### src/rtl/dtt_pkg.sv
package dtt_pkg;

  localparam int unsigned NUM_TMR = 2;

  // byte offsets of the register map
  localparam int unsigned OFS_CTRL  = 'h000;
  localparam int unsigned OFS_REL0  = 'h010;
  localparam int unsigned OFS_VAL0  = 'h014;
  localparam int unsigned OFS_REL1  = 'h018;
  localparam int unsigned OFS_VAL1  = 'h01C;
  localparam int unsigned OFS_CAUSE = 'h110;
  localparam int unsigned OFS_MASK  = 'h114;

  // cause / mask bit of timer t is CAUSE_LSB + t
  localparam int unsigned CAUSE_LSB = 1;
  // control bits per timer: run at 2t, repeat at 2t+1
  localparam int unsigned CTL_BITS  = 2;

  typedef struct packed {
    logic                 ctrl;
    logic [NUM_TMR-1:0]   rel;
    logic [NUM_TMR-1:0]   val;
    logic                 cause;
    logic                 mask;
  } dtt_hit_t;

endpackage

### src/rtl/dtt_decode.sv
module dtt_decode
  import dtt_pkg::*;
#(
  parameter int unsigned ADDR_W = 12
) (
  input  logic [ADDR_W-1:0] addr,
  output dtt_hit_t          hit,
  output logic              any_hit
);

  always_comb begin
    hit        = '0;
    hit.ctrl   = (addr == ADDR_W'(OFS_CTRL));
    hit.rel[0] = (addr == ADDR_W'(OFS_REL0));
    hit.val[0] = (addr == ADDR_W'(OFS_VAL0));
    hit.rel[1] = (addr == ADDR_W'(OFS_REL1));
    hit.val[1] = (addr == ADDR_W'(OFS_VAL1));
    hit.cause  = (addr == ADDR_W'(OFS_CAUSE));
    hit.mask   = (addr == ADDR_W'(OFS_MASK));
  end

  assign any_hit = |hit;

  // at most one register selected for any offset
  always_comb begin
    assert_decode_onehot_R2: assert ($onehot0(hit))
      else $error("decode selects more than one register");
  end

endmodule

### src/rtl/dtt_counter.sv
module dtt_counter #(
  parameter int unsigned CNT_W = 32
) (
  input  logic             clk,
  input  logic             rst_n,
  input  logic             ctl_we,
  input  logic             ctl_run_in,
  input  logic             ctl_rep_in,
  input  logic             val_we,
  input  logic [CNT_W-1:0] val_in,
  input  logic             rel_we,
  input  logic [CNT_W-1:0] rel_in,
  output logic             run,
  output logic             rep,
  output logic [CNT_W-1:0] count,
  output logic [CNT_W-1:0] reload,
  output logic             expire
);

  localparam logic [CNT_W-1:0] ZERO = '0;
  localparam logic [CNT_W-1:0] ONE  = CNT_W'(1);

  assign expire = run && (count == ZERO);

  always_ff @(posedge clk or negedge rst_n) begin
    if (!rst_n) begin
      run    <= 1'b0;
      rep    <= 1'b0;
      count  <= ZERO;
      reload <= ZERO;
    end else begin
      if (rel_we) reload <= rel_in;

      if (ctl_we) begin
        run <= ctl_run_in;
        rep <= ctl_rep_in;
      end else if (expire && !rep) begin
        run <= 1'b0;
      end

      if (val_we) begin
        count <= val_in;
      end else if (run) begin
        if (count == ZERO) count <= rep ? reload : ZERO;
        else               count <= count - ONE;
      end
    end
  end

  assert_hold_stopped_R3: assert property (@(posedge clk) disable iff (!rst_n)
    (!run && !val_we) |=> $stable(count))
    else $error("stopped counter changed");

  assert_step_down_R3: assert property (@(posedge clk) disable iff (!rst_n)
    (run && count != ZERO && !val_we) |=> count == $past(count) - ONE)
    else $error("running counter did not step down by one");

  assert_reload_R4: assert property (@(posedge clk) disable iff (!rst_n)
    (run && rep && count == ZERO && !val_we) |=> count == $past(reload))
    else $error("repeating counter did not reload");

  assert_oneshot_stop_R5: assert property (@(posedge clk) disable iff (!rst_n)
    (run && !rep && count == ZERO && !val_we && !ctl_we) |=> (!run && count == ZERO))
    else $error("one-shot counter did not stop at zero");

  assert_value_write_R6: assert property (@(posedge clk) disable iff (!rst_n)
    val_we |=> count == $past(val_in))
    else $error("value write lost");

  assert_wrap_R11: assert property (@(posedge clk) disable iff (!rst_n)
    (run && rep && count == ZERO && reload == '1 && !val_we) |=> count == '1)
    else $error("all-ones reload did not wrap");

endmodule

### src/rtl/dtt_irq_bridge.sv
module dtt_irq_bridge #(
  parameter int unsigned NUM_SRC  = 2,
  parameter int unsigned DATA_W   = 32,
  parameter int unsigned BASE_BIT = 1
) (
  input  logic               clk,
  input  logic               rst_n,
  input  logic               cause_we,
  input  logic               mask_we,
  input  logic [DATA_W-1:0]  wdata,
  input  logic [NUM_SRC-1:0] set_in,
  output logic [NUM_SRC-1:0] cause,
  output logic [NUM_SRC-1:0] mask,
  output logic               irq
);

  localparam int unsigned TOP_BIT = BASE_BIT + NUM_SRC - 1;

  logic [NUM_SRC-1:0] wfield;
  assign wfield = wdata[TOP_BIT:BASE_BIT];

  always_ff @(posedge clk or negedge rst_n) begin
    if (!rst_n) begin
      cause <= '0;
      mask  <= '0;
    end else begin
      cause <= (cause_we ? (cause & wfield) : cause) | set_in;
      if (mask_we) mask <= wfield;
    end
  end

  assign irq = |(cause & mask);

  for (genvar s = 0; s < NUM_SRC; s++) begin : g_chk
    assert_cause_set_R7: assert property (@(posedge clk) disable iff (!rst_n)
      set_in[s] |=> cause[s])
      else $error("expiry did not set cause");

    assert_cause_clear_R8: assert property (@(posedge clk) disable iff (!rst_n)
      (cause_we && !wfield[s] && !set_in[s]) |=> !cause[s])
      else $error("cause bit written 0 not cleared");

    assert_cause_keep_R8: assert property (@(posedge clk) disable iff (!rst_n)
      (cause_we && wfield[s] && cause[s]) |=> cause[s])
      else $error("cause bit written 1 was lost");
  end

  assert_irq_needs_mask_R9: assert property (@(posedge clk) disable iff (!rst_n)
    (mask == '0) |-> !irq)
    else $error("irq raised with every source masked");

endmodule

### src/rtl/dual_tick_timer.sv
module dual_tick_timer
  import dtt_pkg::*;
#(
  parameter int unsigned CNT_W  = 32,
  parameter int unsigned DATA_W = 32,
  parameter int unsigned ADDR_W = 12
) (
  input  logic              clk,
  input  logic              rst_n,
  input  logic              bus_sel,
  input  logic              bus_wr,
  input  logic [ADDR_W-1:0] bus_addr,
  input  logic [DATA_W-1:0] bus_wdata,
  output logic [DATA_W-1:0] bus_rdata,
  output logic              irq
);

  localparam int unsigned CTL_W = CTL_BITS * NUM_TMR;

  dtt_hit_t           hit;
  logic               any_hit;
  logic               wr_en;
  logic               rd_en;
  logic [NUM_TMR-1:0] run;
  logic [NUM_TMR-1:0] rep;
  logic [NUM_TMR-1:0] expire;
  logic [CNT_W-1:0]   count  [NUM_TMR];
  logic [CNT_W-1:0]   reload [NUM_TMR];
  logic [NUM_TMR-1:0] cause;
  logic [NUM_TMR-1:0] mask;
  logic [CTL_W-1:0]   ctl_word;

  assign wr_en = bus_sel && bus_wr;
  assign rd_en = bus_sel && !bus_wr;

  dtt_decode #(.ADDR_W(ADDR_W)) u_decode (
    .addr    (bus_addr),
    .hit     (hit),
    .any_hit (any_hit)
  );

  for (genvar t = 0; t < NUM_TMR; t++) begin : g_tmr
    dtt_counter #(.CNT_W(CNT_W)) u_cnt (
      .clk        (clk),
      .rst_n      (rst_n),
      .ctl_we     (wr_en && hit.ctrl),
      .ctl_run_in (bus_wdata[CTL_BITS*t]),
      .ctl_rep_in (bus_wdata[CTL_BITS*t+1]),
      .val_we     (wr_en && hit.val[t]),
      .val_in     (bus_wdata[CNT_W-1:0]),
      .rel_we     (wr_en && hit.rel[t]),
      .rel_in     (bus_wdata[CNT_W-1:0]),
      .run        (run[t]),
      .rep        (rep[t]),
      .count      (count[t]),
      .reload     (reload[t]),
      .expire     (expire[t])
    );
    assign ctl_word[CTL_BITS*t]   = run[t];
    assign ctl_word[CTL_BITS*t+1] = rep[t];
  end

  dtt_irq_bridge #(
    .NUM_SRC  (NUM_TMR),
    .DATA_W   (DATA_W),
    .BASE_BIT (CAUSE_LSB)
  ) u_bridge (
    .clk      (clk),
    .rst_n    (rst_n),
    .cause_we (wr_en && hit.cause),
    .mask_we  (wr_en && hit.mask),
    .wdata    (bus_wdata),
    .set_in   (expire),
    .cause    (cause),
    .mask     (mask),
    .irq      (irq)
  );

  always_comb begin
    bus_rdata = '0;
    if (rd_en) begin
      if (hit.ctrl) bus_rdata[CTL_W-1:0] = ctl_word;
      for (int t = 0; t < NUM_TMR; t++) begin
        if (hit.val[t]) bus_rdata = DATA_W'(count[t]);
        if (hit.rel[t]) bus_rdata = DATA_W'(reload[t]);
      end
      if (hit.cause) bus_rdata[CAUSE_LSB +: NUM_TMR] = cause;
      if (hit.mask)  bus_rdata[CAUSE_LSB +: NUM_TMR] = mask;
    end
  end

  assert_unmapped_zero_R10: assert property (@(posedge clk) disable iff (!rst_n)
    (bus_sel && !any_hit) |-> bus_rdata == '0)
    else $error("unmapped access returned data");

  assert_ctrl_upper_zero_R10: assert property (@(posedge clk) disable iff (!rst_n)
    (rd_en && hit.ctrl) |-> bus_rdata[DATA_W-1:CTL_W] == '0)
    else $error("control upper bits not zero");

  assert_reset_quiet_R1: assert property (@(posedge clk) disable iff (!rst_n)
    $rose(irq) |-> ($past(expire) != '0 || $past(wr_en && hit.mask)))
    else $error("irq rose without expiry or mask change");

endmodule

### config.mk
export PLATFORM = sky130hd
export DESIGN_NAME = dual_tick_timer
export DESIGN_NICKNAME = d
export VERILOG_FILES = /design/src/rtl/dtt_pkg.sv /design/src/rtl/dtt_decode.sv /design/src/rtl/dtt_counter.sv /design/src/rtl/dtt_irq_bridge.sv /design/src/rtl/dual_tick_timer.sv
export SDC_FILE = /design/constraint.sdc
export NUM_CORES = 1
export LEC_CHECK = 0
export BUFFER_PORTS_ARGS = -buffer_cell sky130_fd_sc_hd__buf_2
export CORE_ASPECT_RATIO = 0.7
export CORE_MARGIN = 3
export CORE_UTILIZATION = 33
export CTS_CLUSTER_DIAMETER = 80
export DETAILED_ROUTE_END_ITERATION = 6
export GPL_TIMING_DRIVEN = 0
export MAX_ROUTING_LAYER = met4
export PLACE_DENSITY_LB_ADDON = 0.1
export SYNTH_ARGS = -nofsm -noshare
export SYNTH_HDL_FRONTEND = slang
export SYNTH_SLANG_ARGS = --single-unit
export TNS_END_PERCENT = 1
### constraint.sdc
create_clock -name clk -period 3.3 [get_ports clk]
set_input_delay 0.495 -clock clk [delete_from_list [all_inputs] [get_ports clk]]
set_output_delay 0.495 -clock clk [all_outputs]
set_load 0.02 [all_outputs]
# [Word-level counts from Yosys, hierarchy flattened]
# Index checks and enable logic that the tools add are counted.
[op_classes] addsub=2 n_eq_ne=6 mux=21 bitwise_logic=3 n_reduce_logical=24
[ops] cell="$mux W32" count=13
[ops] cell="$logic_not A32 Y1" count=2
[ops] cell="$sub A32 B1 Y32 const B" count=2
[ops] cell="$eq A12 B5 Y1 const B" count=4
[ops] cell="$eq A12 B9 Y1 const B" count=2
[ops] cell="$logic_and A1 B1 Y1" count=13
[ops] cell="$logic_not A12 Y1" count=1
[ops] cell="$reduce_bool A2 Y1" count=4
[ops] cell="$mux W2" count=3
[ops] cell="$and A2 B2 Y2" count=2
[ops] cell="$mux W1" count=4
[ops] cell="$mux W4" count=1
[ops] cell="$logic_not A1 Y1" count=3
[ops] cell="$or A2 B2 Y2" count=1
[ops] cell="$reduce_or A2 Y1" count=1
[word_totals] ff_bits=136 inputBits=48 out_inout_bits=33

# [Depth between registers and ports, before layout]
# Gate-level depths: netlist (run 1).
[depth] word_depth=9 depth_mapped=9

# [Hierarchy]
# A second synthesis (run 1) with hierarchy kept.
[hier_totals] cells_unflattened=946 area_unflattened_um2=8956.1
[by_module_without_submodules] mod="dtt_counter at g_tmr[1].u_cnt" instances=1 cells_each=391 area_each_um2=3749.8 seq_area_each_um2=1651.6
[by_module_without_submodules] mod="dtt_counter at g_tmr[0].u_cnt" instances=1 cells_each=366 area_each_um2=3721.1 seq_area_each_um2=1651.6
[by_module_without_submodules] mod="dual_tick_timer" instances=1 cells_each=157 area_each_um2=1171.1 seq_area_each_um2=0.0
[by_module_without_submodules] mod="dtt_irq_bridge" instances=1 cells_each=11 area_each_um2=166.4 seq_area_each_um2=100.1
[by_module_without_submodules] mod="dtt_decode" instances=1 cells_each=21 area_each_um2=147.6 seq_area_each_um2=0.0

# [Worst setup path before layout (run 1)]
# Ideal clock, no wire load.
[synth_timing] path_kind="input port to output port" start="in bus_addr[5]" end="out bus_rdata[11]" arrival_ns=2.609 required_time_ns=2.805 setup_slack_ns=0.196 cell_stages=9 n_path_buf=4 path_cell_list="or4b_1 -> buf_2 -> or4_1 -> buf_2 -> nor2_4 -> buf_4 -> buf_4 -> a222oi_1 -> nor2_1"
[synth_between] elab_chain_len=6 word_cells_on_any_way=9
[synth_lines] element="start, declared" line="dual_tick_timer.sv:12" rtl="input logic [ADDR_W-1:0] bus_addr,"
[synth_lines] element="$eq A12 B5 Y1" line="dtt_decode.sv:15" rtl="hit.val[0] = (addr == ADDR_W'(OFS_VAL0));"
[synth_lines] element="$mux W32" line="dual_tick_timer.sv:84" rtl="if (hit.val[t]) bus_rdata = DATA_W'(count[t]);"
[synth_lines] element="$mux W32" line="dual_tick_timer.sv:85" rtl="if (hit.rel[t]) bus_rdata = DATA_W'(reload[t]);"
[synth_lines] element="$mux W32" line="dual_tick_timer.sv:84"
[synth_lines] element="$mux W32 (*)" line="dual_tick_timer.sv:85"
[synth_lines] element="$mux W32 (*)" line="dual_tick_timer.sv:81" rtl="if (rd_en) begin"
[synth_lines] element="end, declared" line="dual_tick_timer.sv:14" rtl="output logic [DATA_W-1:0] bus_rdata,"
# Mark *: on every way between the ends. The rest lies on a longest branch, timed or not.

# [Worst setup path after layout (run 1)]
[layout_timing] start="in bus_addr[9]" end="out bus_rdata[2]"
[layout_between] elab_chain_len=9 word_cells_on_any_way=15
[layout_lines] element="$logic_not A12 Y1" line="dtt_decode.sv:13" rtl="hit.ctrl = (addr == ADDR_W'(OFS_CTRL));"
[layout_lines] element="$mux W4" line="dual_tick_timer.sv:82" rtl="if (hit.ctrl) bus_rdata[CTL_W-1:0] = ctl_word;"
[layout_lines] element="$mux W32" line="dual_tick_timer.sv:84"
[layout_lines] element="$mux W32" line="dual_tick_timer.sv:85"
[layout_lines] element="$mux W32" line="dual_tick_timer.sv:84"
[layout_lines] element="$mux W32" line="dual_tick_timer.sv:85"
[layout_lines] element="$mux W2" line="dual_tick_timer.sv:87" rtl="if (hit.cause) bus_rdata[CAUSE_LSB +: NUM_TMR] = cause;"
[layout_lines] element="$mux W2 (*)" line="dual_tick_timer.sv:88" rtl="if (hit.mask) bus_rdata[CAUSE_LSB +: NUM_TMR] = mask;"
[layout_lines] element="$mux W32 (*)" line="dual_tick_timer.sv:81"
# Marked as above.

==> impl_metrics.yaml, run 1 <==
clock_network:
  cts-root-buf: "clkbuf_16"
  cts_hold_buf: 0
  h-tree-depth: 4
  clock_latency_ns: 0.44
  cts.path.max_buffers: 2
  tritoncts: "built"
  clk_pin_slew_ns: 0.06
  cts_sinks: 136
  cts_buffers: 17
worst_setup_path:
  required_ns: 2.80
  startpoint: "bus_addr[9]"
  critical_path.most_common_cell: "buf_2"
  cp_max_fo: 5
  worst-setup-path-type: "in -> out"
  rr_endpoint: "g_tmr[1].u_cnt.count[25]"
  rr_worst_depth: 6
  endpoint_kind: "output pin"
  cp.depth: 8
  cp_cell_sequence: "buf_2 > or4_4 > nand3b_1 > or4_1 > o22ai_1 > a221oi_1 > a211oi_1 > buf_2"
  critPathArrivalTime_ns: 2.77
  crit_family: "simple AND/OR/NAND/NOR gates"
  rr_startpoint: "g_tmr[1].u_cnt.count[19]"
  slowest_stage: "or4_4"
  regToRegSetupSlack_ns: 0.19
  max_stage_delay_ns: 0.58
  crit_buf_inv: 2
  cp-endpoint: "bus_rdata[2]"
  cp-start-kind: "input port"
hold_path:
  min_path_type: "in -> async"
place:
  gp_congestion: 0.860
  hpwl_mm: 26.1
  dpl_cell_area_um2: 9490
  io_buffer_count: 78
synth:
  syn_area_per_cell_um2: 9.21
  synth_seq_cells: 136
  synth_top_family_by_area: "simple AND/OR/NAND/NOR gates"
  synth_flop_cell: "dfrtp_1"
  syn_nets: 991
  synth_xor_area_frac: 0.0395
  synthSimpleGateAreaFrac: 0.205
  synth_edf_count: 0
  synthAdderAreaFrac: 0.00434
  synth.area.mux_share: 0.134
  synth_compound_area_frac: 0.180
  yosys.area.top_type: "dfrtp_1"
  synthesis.area_um2: 8660
  async_flop_share: 1.00
  synth.most_common_cell: "dfrtp_1"
  yosys_warnings: 0
  seq_area_frac_synth: 0.393
  postSynthCellCount: 940
  synth_top_area_frac: 0.393
  synth_cell_types: 64
  synth_common_cells: "dfrtp_1, mux2_2, nor2_1"
  synth_area_leaders: "dfrtp_1, mux2_2, nor2_1"
sta:
  hold_ws_ns: 0.0999
  timing.final.crit_share: 0.991
  maxClockFrequency_mhz: 306
  finClkSkew_ns: 0.0101
  fin_crit_ns: 3.27
  finalSetupTns_ns: 0
  hold_viol_final: 0
  tightest_slew_ns: 0.993
  rsz0062_at_grt: "true"
  maxSlewViolCount: 0
  max_slew_margin: 0.333
  setup_viol_count_final: 0
detailed_routing:
  drt_iter0_drc: 897
  dr.pass1.iters: 6
  vias_per_cell: 6.05
  wl_per_cell_um: 26.0
  post-route-drc-count: 0
  wirelength_mm: 36.0
  vias: 8352
  drtAntennaViolNets: 0
global_routing:
  track_usage: 0.266
  grt-ovfl-total: 0
  grt_first_pass_wirelength_mm: 53.6
  grt_max_degree: 76
  antenna_found_initial: 0
  grt_pass1_vias: 7911
layout:
  fin_area_um2: 10200
  nets: 1095
  fin_util: 0.406
  syn_to_final_growth_pct: 18.2
  drive_gt1_frac: 0.245
  multi_input_area_um2: 4910
  fillers: 2588
  regArea_um2: 3400
floorplan:
  coreArea_um2: 25200
  fp-row-count: 48
  io-pin-count: 81
  die_width_um: 200
  initial_core_util: 0.343
  fp.dieArea_um2: 28200
  die_h_um: 142
run:
  drv_cap: 0
power:
  powerDensity_nw_per_um2: 399
  p_leak_nw: 4.56
  power_mw: 4.08
  ir_drop_mv: 0.358
outcome:
  status: "complete, no violations"
-- final cells by class --
| type | instances | area share |
|---|---|---|
| clock inverters | 8 | 0.0117 |
| plain buffers | 80 | 0.0368 |
| repair buffers | 85 | 0.0483 |
| multi-input cells | 715 | 0.480 |
| diodes | 1 | 0.000245 |
| clock buffers | 22 | 0.0473 |
| flip-flops and latches | 136 | 0.333 |
| inverters | 9 | 0.00330 |
| well taps | 325 | 0.0397 |
-- routing by layer --
layer,up-vias,global-route usage,wire (um)
li1,3773,-,-
met1,4198,0.399,17700
met2,356,0.360,14800
met3,25,0.0710,3100
met4,0,0.0492,301
met5,-,-,0
-- through the flow --
stage          cells  setup WS [ns]
2_1_floorplan    940          0.196
3_3_place_gp    1343         -0.577
3_5_place_dp    1344         -0.239
4_1_cts         1380        0.00463
5_1_grt         1380        -0.0456
6_report        1381         0.0304
-- power by group --
part / switching [mW] / internal (mW) / leakage (nW)
logic: 0.212 / 0.104 / 2.43
registers: 0.0378 / 1.69 / 1.84
clock network: 0.780 / 1.26 / 0.294
total: 1.03 / 3.05 / 4.56
-- sequential cells by signal (all words and copies together) (netlist names) --
signal	count
g_tmr.u_cnt.reload	64
g_tmr.u_cnt.count	64
g_tmr.u_cnt.rep	2
u_bridge.mask	2
g_tmr.u_cnt.run	2
u_bridge.cause	2
-- kinds of logic (layout without fill, tap and decap cells) --
| logic type | Yosys count | count (layout) |
|---|---|---|
| buffers and inverters | 89 | 204 |
| AO/OA/AOI/OAI | 240 | 240 |
| other | 0 | 1 |
| XOR/XNOR | 39 | 39 |
| multiplexers | 104 | 104 |
| AND/OR/NAND/NOR | 329 | 329 |
| flip-flops | 136 | 136 |
| adder cells (fa/ha/maj) | 3 | 3 |
-- worst min-delay path by stage --
stage,slack [ns],end,start,cells after the start
floorplan,0.20,g_tmr[0].u_cnt.count[0],rst_n,0
finish,0.1,g_tmr[1].u_cnt.count[7],rst_n,1
global placement,0.52,g_tmr[1].u_cnt.reload[13],g_tmr[1].u_cnt.reload[13],1
detailed placement,0.52,g_tmr[0].u_cnt.reload[2],g_tmr[0].u_cnt.reload[2],2
CTS,0.13,g_tmr[1].u_cnt.count[6],rst_n,1
global route,0.16,g_tmr[1].u_cnt.count[6],rst_n,1
-- layout by cell type, fill, tap and decap left out, types with 10 or more instances in the layout --
cell type | Yosys | routed
a31oi_1 | 39 | 39
dfrtp_1 | 136 | 136
mux2_2 | 97 | 97
nor3b_1 | 15 | 15
xnor2_1 | 23 | 23
or3_1 | 27 | 27
xor2_1 | 16 | 16
clkbuf_1 | 55 | 50
and3_1 | 13 | 13
nor3_1 | 42 | 42
a211oi_1 | 10 | 10
o21ai_0 | 61 | 61
clkbuf_16 | 0 | 17
a21oi_1 | 59 | 59
buf_2 | 16 | 86
buf_4 | 7 | 14
nand3_1 | 21 | 21
a222oi_1 | 30 | 30
or4_1 | 12 | 11
nand2_1 | 46 | 46
nor4_1 | 25 | 22
nor2_1 | 87 | 86
-- timing repair --
action,CTS,global route
setup endpoints to repair,30,15
buffers inserted,6,0
pin swaps,6,1
resized for setup,17,7
Note: power is estimated with default switching activity, not from simulation.
==> run 2: changes to the inputs <==
--- a/config.mk
+++ b/config.mk
@@ -13,7 +13,6 @@
 export DETAILED_ROUTE_END_ITERATION = 6
 export GPL_TIMING_DRIVEN = 0
 export MAX_ROUTING_LAYER = met4
-export PLACE_DENSITY_LB_ADDON = 0.1
 export SYNTH_ARGS = -nofsm -noshare
 export SYNTH_HDL_FRONTEND = slang
 export SYNTH_SLANG_ARGS = --single-unit
==> run 2 against run 1 <==
  * The flow now finishes with violations (DRC)
  * Setup slack lost 0.030 ns
  * Non-clock buffer count up 3
  * Design area is 0.13% higher
  * Clock power shrank 2%
  * Sequential power barely moved
  * Hold slack worse by 0.065 ns
  * Maximum frequency shrank 0.91%
  * Cell count increased by 0.29%
  * Sequential share of layout area about the same
  * Combinational power about the same
  * Routed wire length decreased by 4.2%
  * Core utilization up 0.055 points
==> impl_metrics.yaml, run 2 (synthesized netlist as in run 1, its figures left out) <==
outcome:
  status: "complete, but fails checks"
  violations: "DRC"
layout:
  final_common_cell: "dfrtp_1"
  syn_to_final_growth_pct: 18.4
  n_antenna_cell: 0
  nets: 1098
  drive_gt1_frac: 0.249
  regArea_um2: 3400
  reg_top3: "g_tmr.u_cnt.count x64, g_tmr.u_cnt.reload x64"
  fillers: 2536
  final_cell_mix: "dfrtp_1, mux2_2, nor2_1, buf_2, o21ai_0"
  multi_input_area_um2: 4910
clock_network:
  clk_pin_slew_ns: 0.06
  cts_buffers: 17
  cts.path.max_buffers: 2
  cts_sinks: 136
  cts-root-buf: "clkbuf_16"
  clock_latency_ns: 0.45
  h-tree-depth: 4
  tritoncts: "built"
worst_setup_path:
  required_ns: 2.80
  critical_path.most_common_cell: "buf_2"
  endpoint_kind: "output pin"
  cp_cell_sequence: "buf_2 > or4_4 > nand3b_1 > nor4_1 > nand2_1 > a222oi_1 > nor2_1 > buf_2"
  worst-setup-path-type: "in -> out"
  slowest_stage: "or4_4"
  critPathArrivalTime_ns: 2.80
  cp-start-kind: "input port"
  crit_family: "simple AND/OR/NAND/NOR gates"
  crit_buf_inv: 2
  max_stage_delay_ns: 0.57
  cp_max_fo: 5
detailed_routing:
  drtAntennaViolNets: 0
  vias: 8684
  vias_per_cell: 6.27
  drt_iter0_drc: 1178
  post-route-drc-count: 12
  wirelength_mm: 34.4
  wl_per_cell_um: 24.9
  dr.pass1.iters: 7
sta:
  max_slew_margin: 0.336
  maxSlewViolCount: 0
  tightest_slew_ns: 0.987
  fin_crit_ns: 3.30
  setup_viol_count_final: 0
  timing.final.crit_share: 1.00
  rsz0062_at_grt: "true"
  hold_viol_final: 0
  finClkSkew_ns: 0.0128
  hold_ws_ns: 0.0354
  maxClockFrequency_mhz: 303
  setup_ws_ns: 0.000239
  finalSetupTns_ns: 0
global_routing:
  grt_first_pass_wirelength_mm: 51.3
  track_usage: 0.251
  grt-ovfl-total: 0
  antenna_found_initial: 1
  grt_max_degree: 81
  grt_pass1_vias: 7988
place:
  io_buffer_count: 78
  gp_congestion: 0.963
  hpwl_mm: 24.9
  pre_cts_ws_ns: -0.484
power:
  ir_drop_mv: 0.348
  power_mw: 4.03
  powerDensity_nw_per_um2: 393
  p_leak_nw: 4.57
floorplan:
  fp-row-count: 48
  coreArea_um2: 25200
  io-pin-count: 81
  fp.dieArea_um2: 28200
  die_width_um: 200
  initial_core_util: 0.343
  die_h_um: 142
hold_path:
  min_path_type: "in -> async"
run:
  drv_cap: 0
run 2: worst paths after layout:
| kind | from | endpoint | slack [ns] | cells past startpoint |
|---|---|---|---|---|
| hold / removal | rst_n | g_tmr[1].u_cnt.reload[7] | 0.04 | 1 |
| setup / recovery | bus_addr[10] | bus_rdata[3] | 0.0002 | 8 |
| max in group asynchronous | rst_n | g_tmr[0].u_cnt.count[30] | 2.43 | 2 |
| hold reg to reg | g_tmr[0].u_cnt.reload[16] | g_tmr[0].u_cnt.reload[16] | 0.53 | 1 |
| min in group clk | bus_wdata[2] | u_bridge.mask[1] | 0.35 | 2 |
| setup reg to reg | g_tmr[1].u_cnt.count[19] | g_tmr[1].u_cnt.count[25] | 0.17 | 6 |
run 2: stage by stage:
step,utilization,instances,instance area (um^2)
floorplan,-,940,8660
CTS,0.405,1383,10200
global placement,0.375,1343,9450
finish,0.406,1385,10200
global route,0.406,1385,10200
detailed placement,0.376,1344,9490
run 2: area by class of cell:
class | instances | share of cell area
flip-flops and latches | 136 | 0.332
repair buffers | 89 | 0.0523
plain buffers | 79 | 0.0353
well taps | 325 | 0.0397
inverters | 9 | 0.00330
clock inverters | 13 | 0.0142
multi-input cells | 715 | 0.479
clock buffers | 19 | 0.0442
run 2: report_power, final:
group	switching (mW)	internal, mW	total [mW]	leakage [nW]
Sequential	0.0367	1.69	1.73	1.84
Combinational	0.212	0.105	0.317	2.44
Clock	0.826	1.16	1.99	0.292
run 2: metal layers:
layer	up-vias	track usage	share of wire
li1	3786	-	-
met1	4363	0.372	0.46
met2	486	0.330	0.41
met3	49	0.0745	0.12
met4	0	0.0613	0.015
met5	-	-	0
run 2: timing repair:
item | in CTS | in global routing
buffers inserted | 7 | 3
resized for setup | 21 | 7
hold buffers | 0 | 0
pin swaps | 4 | 7
cloned | 0 | 0
endpoints found under the setup margin | 32 | 30
==> run 3: changes to the inputs <==
--- a/config.mk
+++ b/config.mk
@@ -5,7 +5,9 @@
 export SDC_FILE = /design/constraint.sdc
 export NUM_CORES = 1
 export LEC_CHECK = 0
+export ABC_AREA = 1
 export BUFFER_PORTS_ARGS = -buffer_cell sky130_fd_sc_hd__buf_2
+export CAP_MARGIN = 20
 export CORE_ASPECT_RATIO = 0.7
 export CORE_MARGIN = 3
 export CORE_UTILIZATION = 33
==> constraint.sdc (replaced) <==
create_clock -name clk -period 2.7 [get_ports clk]
set_input_delay 0.405 -clock clk [delete_from_list [all_inputs] [get_ports clk]]
set_output_delay 0.405 -clock clk [all_outputs]
set_load 0.02 [all_outputs]
==> run 3 against run 2 <==
  * The run now ends clean
  * Non-clock buffer count down 23
  * Via count increased by 24%
  * First-iteration DRC count up 19%
  * Register-to-register slack improved by 0.06 ns
  * Sequential power up 24%
  * Total power rose by 29%
  * Cell count rose by 42%
  * Critical path depth increased by 2
  * Critical endpoint is now bus_rdata[24]
==> impl_metrics.yaml, run 3 <==
outcome:
  status: "complete, no violations"
floorplan:
  io-pin-count: 81
  fp-row-count: 51
  die_width_um: 209
  fp.dieArea_um2: 31000
  initial_core_util: 0.339
  coreArea_um2: 28100
  die_h_um: 148
run:
  drv_cap: 0
synth:
  synth_top_family_by_area: "simple AND/OR/NAND/NOR gates"
  syn_nets: 1531
  synth_cell_types: 40
  yosys_warnings: 0
  synth_common_cells: "nand2_1, inv_1, nor2_1"
  async_flop_share: 1.00
  syn_area_per_cell_um2: 6.45
  synthSimpleGateAreaFrac: 0.340
  synth_compound_area_frac: 0.165
  synth_seq_cells: 136
  postSynthCellCount: 1480
  synth.area.mux_share: 0
  synth_top_area_frac: 0.357
  synth_flop_cell: "dfrtp_1"
  synth_edf_count: 0
  synth_area_leaders: "dfrtp_1, nand2_1, o21ai_0"
  synthesis.area_um2: 9540
  synthAdderAreaFrac: 0.00393
  seq_area_frac_synth: 0.357
  yosys.area.top_type: "dfrtp_1"
  synth.most_common_cell: "nand2_1"
  synth_xor_area_frac: 0.0321
layout:
  final_cell_mix: "nand2_1, inv_1, o21ai_0, nor2_1, dfrtp_1"
  n_antenna_cell: 0
  reg_top3: "g_tmr.u_cnt.count x64, g_tmr.u_cnt.reload x64"
  fin_area_um2: 11200
  nets: 1635
  drive_gt1_frac: 0.123
  fin_cells: 1968
  fin_util: 0.398
  syn_to_final_growth_pct: 17.5
  final_common_cell: "nand2_1"
worst_setup_path:
  worst-setup-path-type: "in -> out"
  startpoint: "bus_addr[7]"
  max_stage_delay_ns: 0.28
  slowest_stage: "clkbuf_4"
  required_ns: 2.30
  cp_max_fo: 10
  crit_family: "simple AND/OR/NAND/NOR gates"
  crit_buf_inv: 3
  rr_startpoint: "g_tmr[1].u_cnt.count[0]"
  critical_path.most_common_cell: "buf_2"
  cp_cell_sequence: "buf_2 > nor2_1 > nand2_2 > nor2_4 > nand2_4 > clkbuf_4 > o211ai_1 > nand2_1 > a21oi_1 > buf_2"
  cp-start-kind: "input port"
  critPathArrivalTime_ns: 2.24
  endpoint_kind: "output pin"
place:
  gp_congestion: 1.01
  place_inst: 1932
  io_buffer_count: 80
  dpl_cell_area_um2: 10400
  hpwl_mm: 32.1
sta:
  finClkSkew_ns: 0.00892
  hold_viol_final: 0
  fin_crit_ns: 2.65
  tightest_slew_ns: 0.774
  maxClockFrequency_mhz: 378
  setup_viol_count_final: 0
  max_slew_margin: 0.484
  rsz0062_at_grt: "true"
  finalSetupTns_ns: 0
  hold_ws_ns: 0.199
  maxSlewViolCount: 0
  timing.final.crit_share: 0.980
detailed_routing:
  dr.pass1.iters: 6
  vias: 10700
  drtAntennaViolNets: 0
  wirelength_mm: 40.3
  vias_per_cell: 5.45
  drt_iter0_drc: 1404
  wl_per_cell_um: 20.5
  post-route-drc-count: 0
power:
  powerDensity_nw_per_um2: 464
  p_leak_nw: 5.37
  ir_drop_mv: 0.474
clock_network:
  cts_buffers: 17
  clock_latency_ns: 0.45
  clk_pin_slew_ns: 0.06
  cts-root-buf: "clkbuf_16"
  cts_sinks: 136
  cts.path.max_buffers: 2
  h-tree-depth: 4
  tritoncts: "built"
hold_path:
  min_path_type: "in -> reg"
  min_from: "bus_wdata[2]"
global_routing:
  grt_max_degree: 91
  grt_first_pass_wirelength_mm: 60.3
  track_usage: 0.266
  antenna_found_initial: 0
  grt_pass1_vias: 9759
  grt-ovfl-total: 0
==> run 3: stage by stage <==
stage | setup WS, ns | power [mW]
floorplan | 0.531 | 2.34
global placement | -0.988 | 2.53
detailed placement | -0.306 | 2.54
CTS | -0.00283 | 5.20
global route | -0.00942 | 5.34
finish | 0.0538 | 5.20
==> run 3: final timing paths <==
check                                      endpoint  slack, ns  depth (start not counted)
setup / recovery                      bus_rdata[24]       0.05                         10
min in group asynchronous  g_tmr[0].u_cnt.reload[5]       0.48                          2
hold / removal                     u_bridge.mask[1]       0.20                          3
setup reg to reg            g_tmr[1].u_cnt.count[3]       0.23                         13
hold reg to reg            g_tmr[0].u_cnt.reload[4]       0.49                          2
max in group asynchronous  g_tmr[1].u_cnt.count[25]       1.34                          3
==> run 3: what timing repair did <==
item / in CTS / in global routing
pin swaps: 0 / 3
gates cloned: 0 / 0
hold buffers: 1 / 0
hold endpoints to repair: 46 / 0
gates resized for setup: 10 / 23
endpoints found under the setup margin: 30 / 25
setup buffers: 0 / 3
==> run 3: power by group <==
| part | internal [mW] | switching (mW) |
|---|---|---|
| Clock | 1.64 | 1.05 |
| Combinational | 0.112 | 0.261 |
| Sequential | 2.08 | 0.0619 |
| Total | 3.83 | 1.37 |
==> run 3: worst register-to-register path, cell delays in order (launching register included) <==
cell and delay [ns]:
dfrtp_1 0.44, inv_1 0.16, ha_1 0.18, inv_1 0.11
nor3_1 0.32, nand3_1 0.14, nor2_2 0.18, nand2_2 0.15
inv_2 0.16, buf_4 0.24, nand2_1 0.08, nand2_1 0.07
nand3_1 0.09, nand2_1 0.09
==> run 3: layer usage <==
metal / global-route usage / part of all wire / vias to the layer above
met5: - / 0 / -
met2: 0.343 / 0.39 / 561
li1: - / - / 4952
met3: 0.0580 / 0.11 / 49
met1: 0.413 / 0.49 / 5164
met4: 0.0626 / 0.014 / 0
==> run 3: cells by family after synthesis <==
family,count (synthesis)
AND/OR/NAND/NOR,784
AO/OA/AOI/OAI,282
buffers and inverters,240
flip-flops,136
XOR/XNOR,35
adder cells (fa/ha/maj),3
==> run 3: layout make-up <==
| type | count | area, um^2 |
|---|---|---|
| Buffer | 60 | 322 |
| Clock buffer | 17 | 425 |
| Fill cell | 3028 | 16900 |
| Multi-Input combinational cell | 1104 | 5220 |
| Timing Repair Buffer | 85 | 469 |
| Sequential cell | 136 | 3400 |
| Clock inverter | 15 | 225 |
| Inverter | 180 | 684 |
| Tap cell | 371 | 464 |
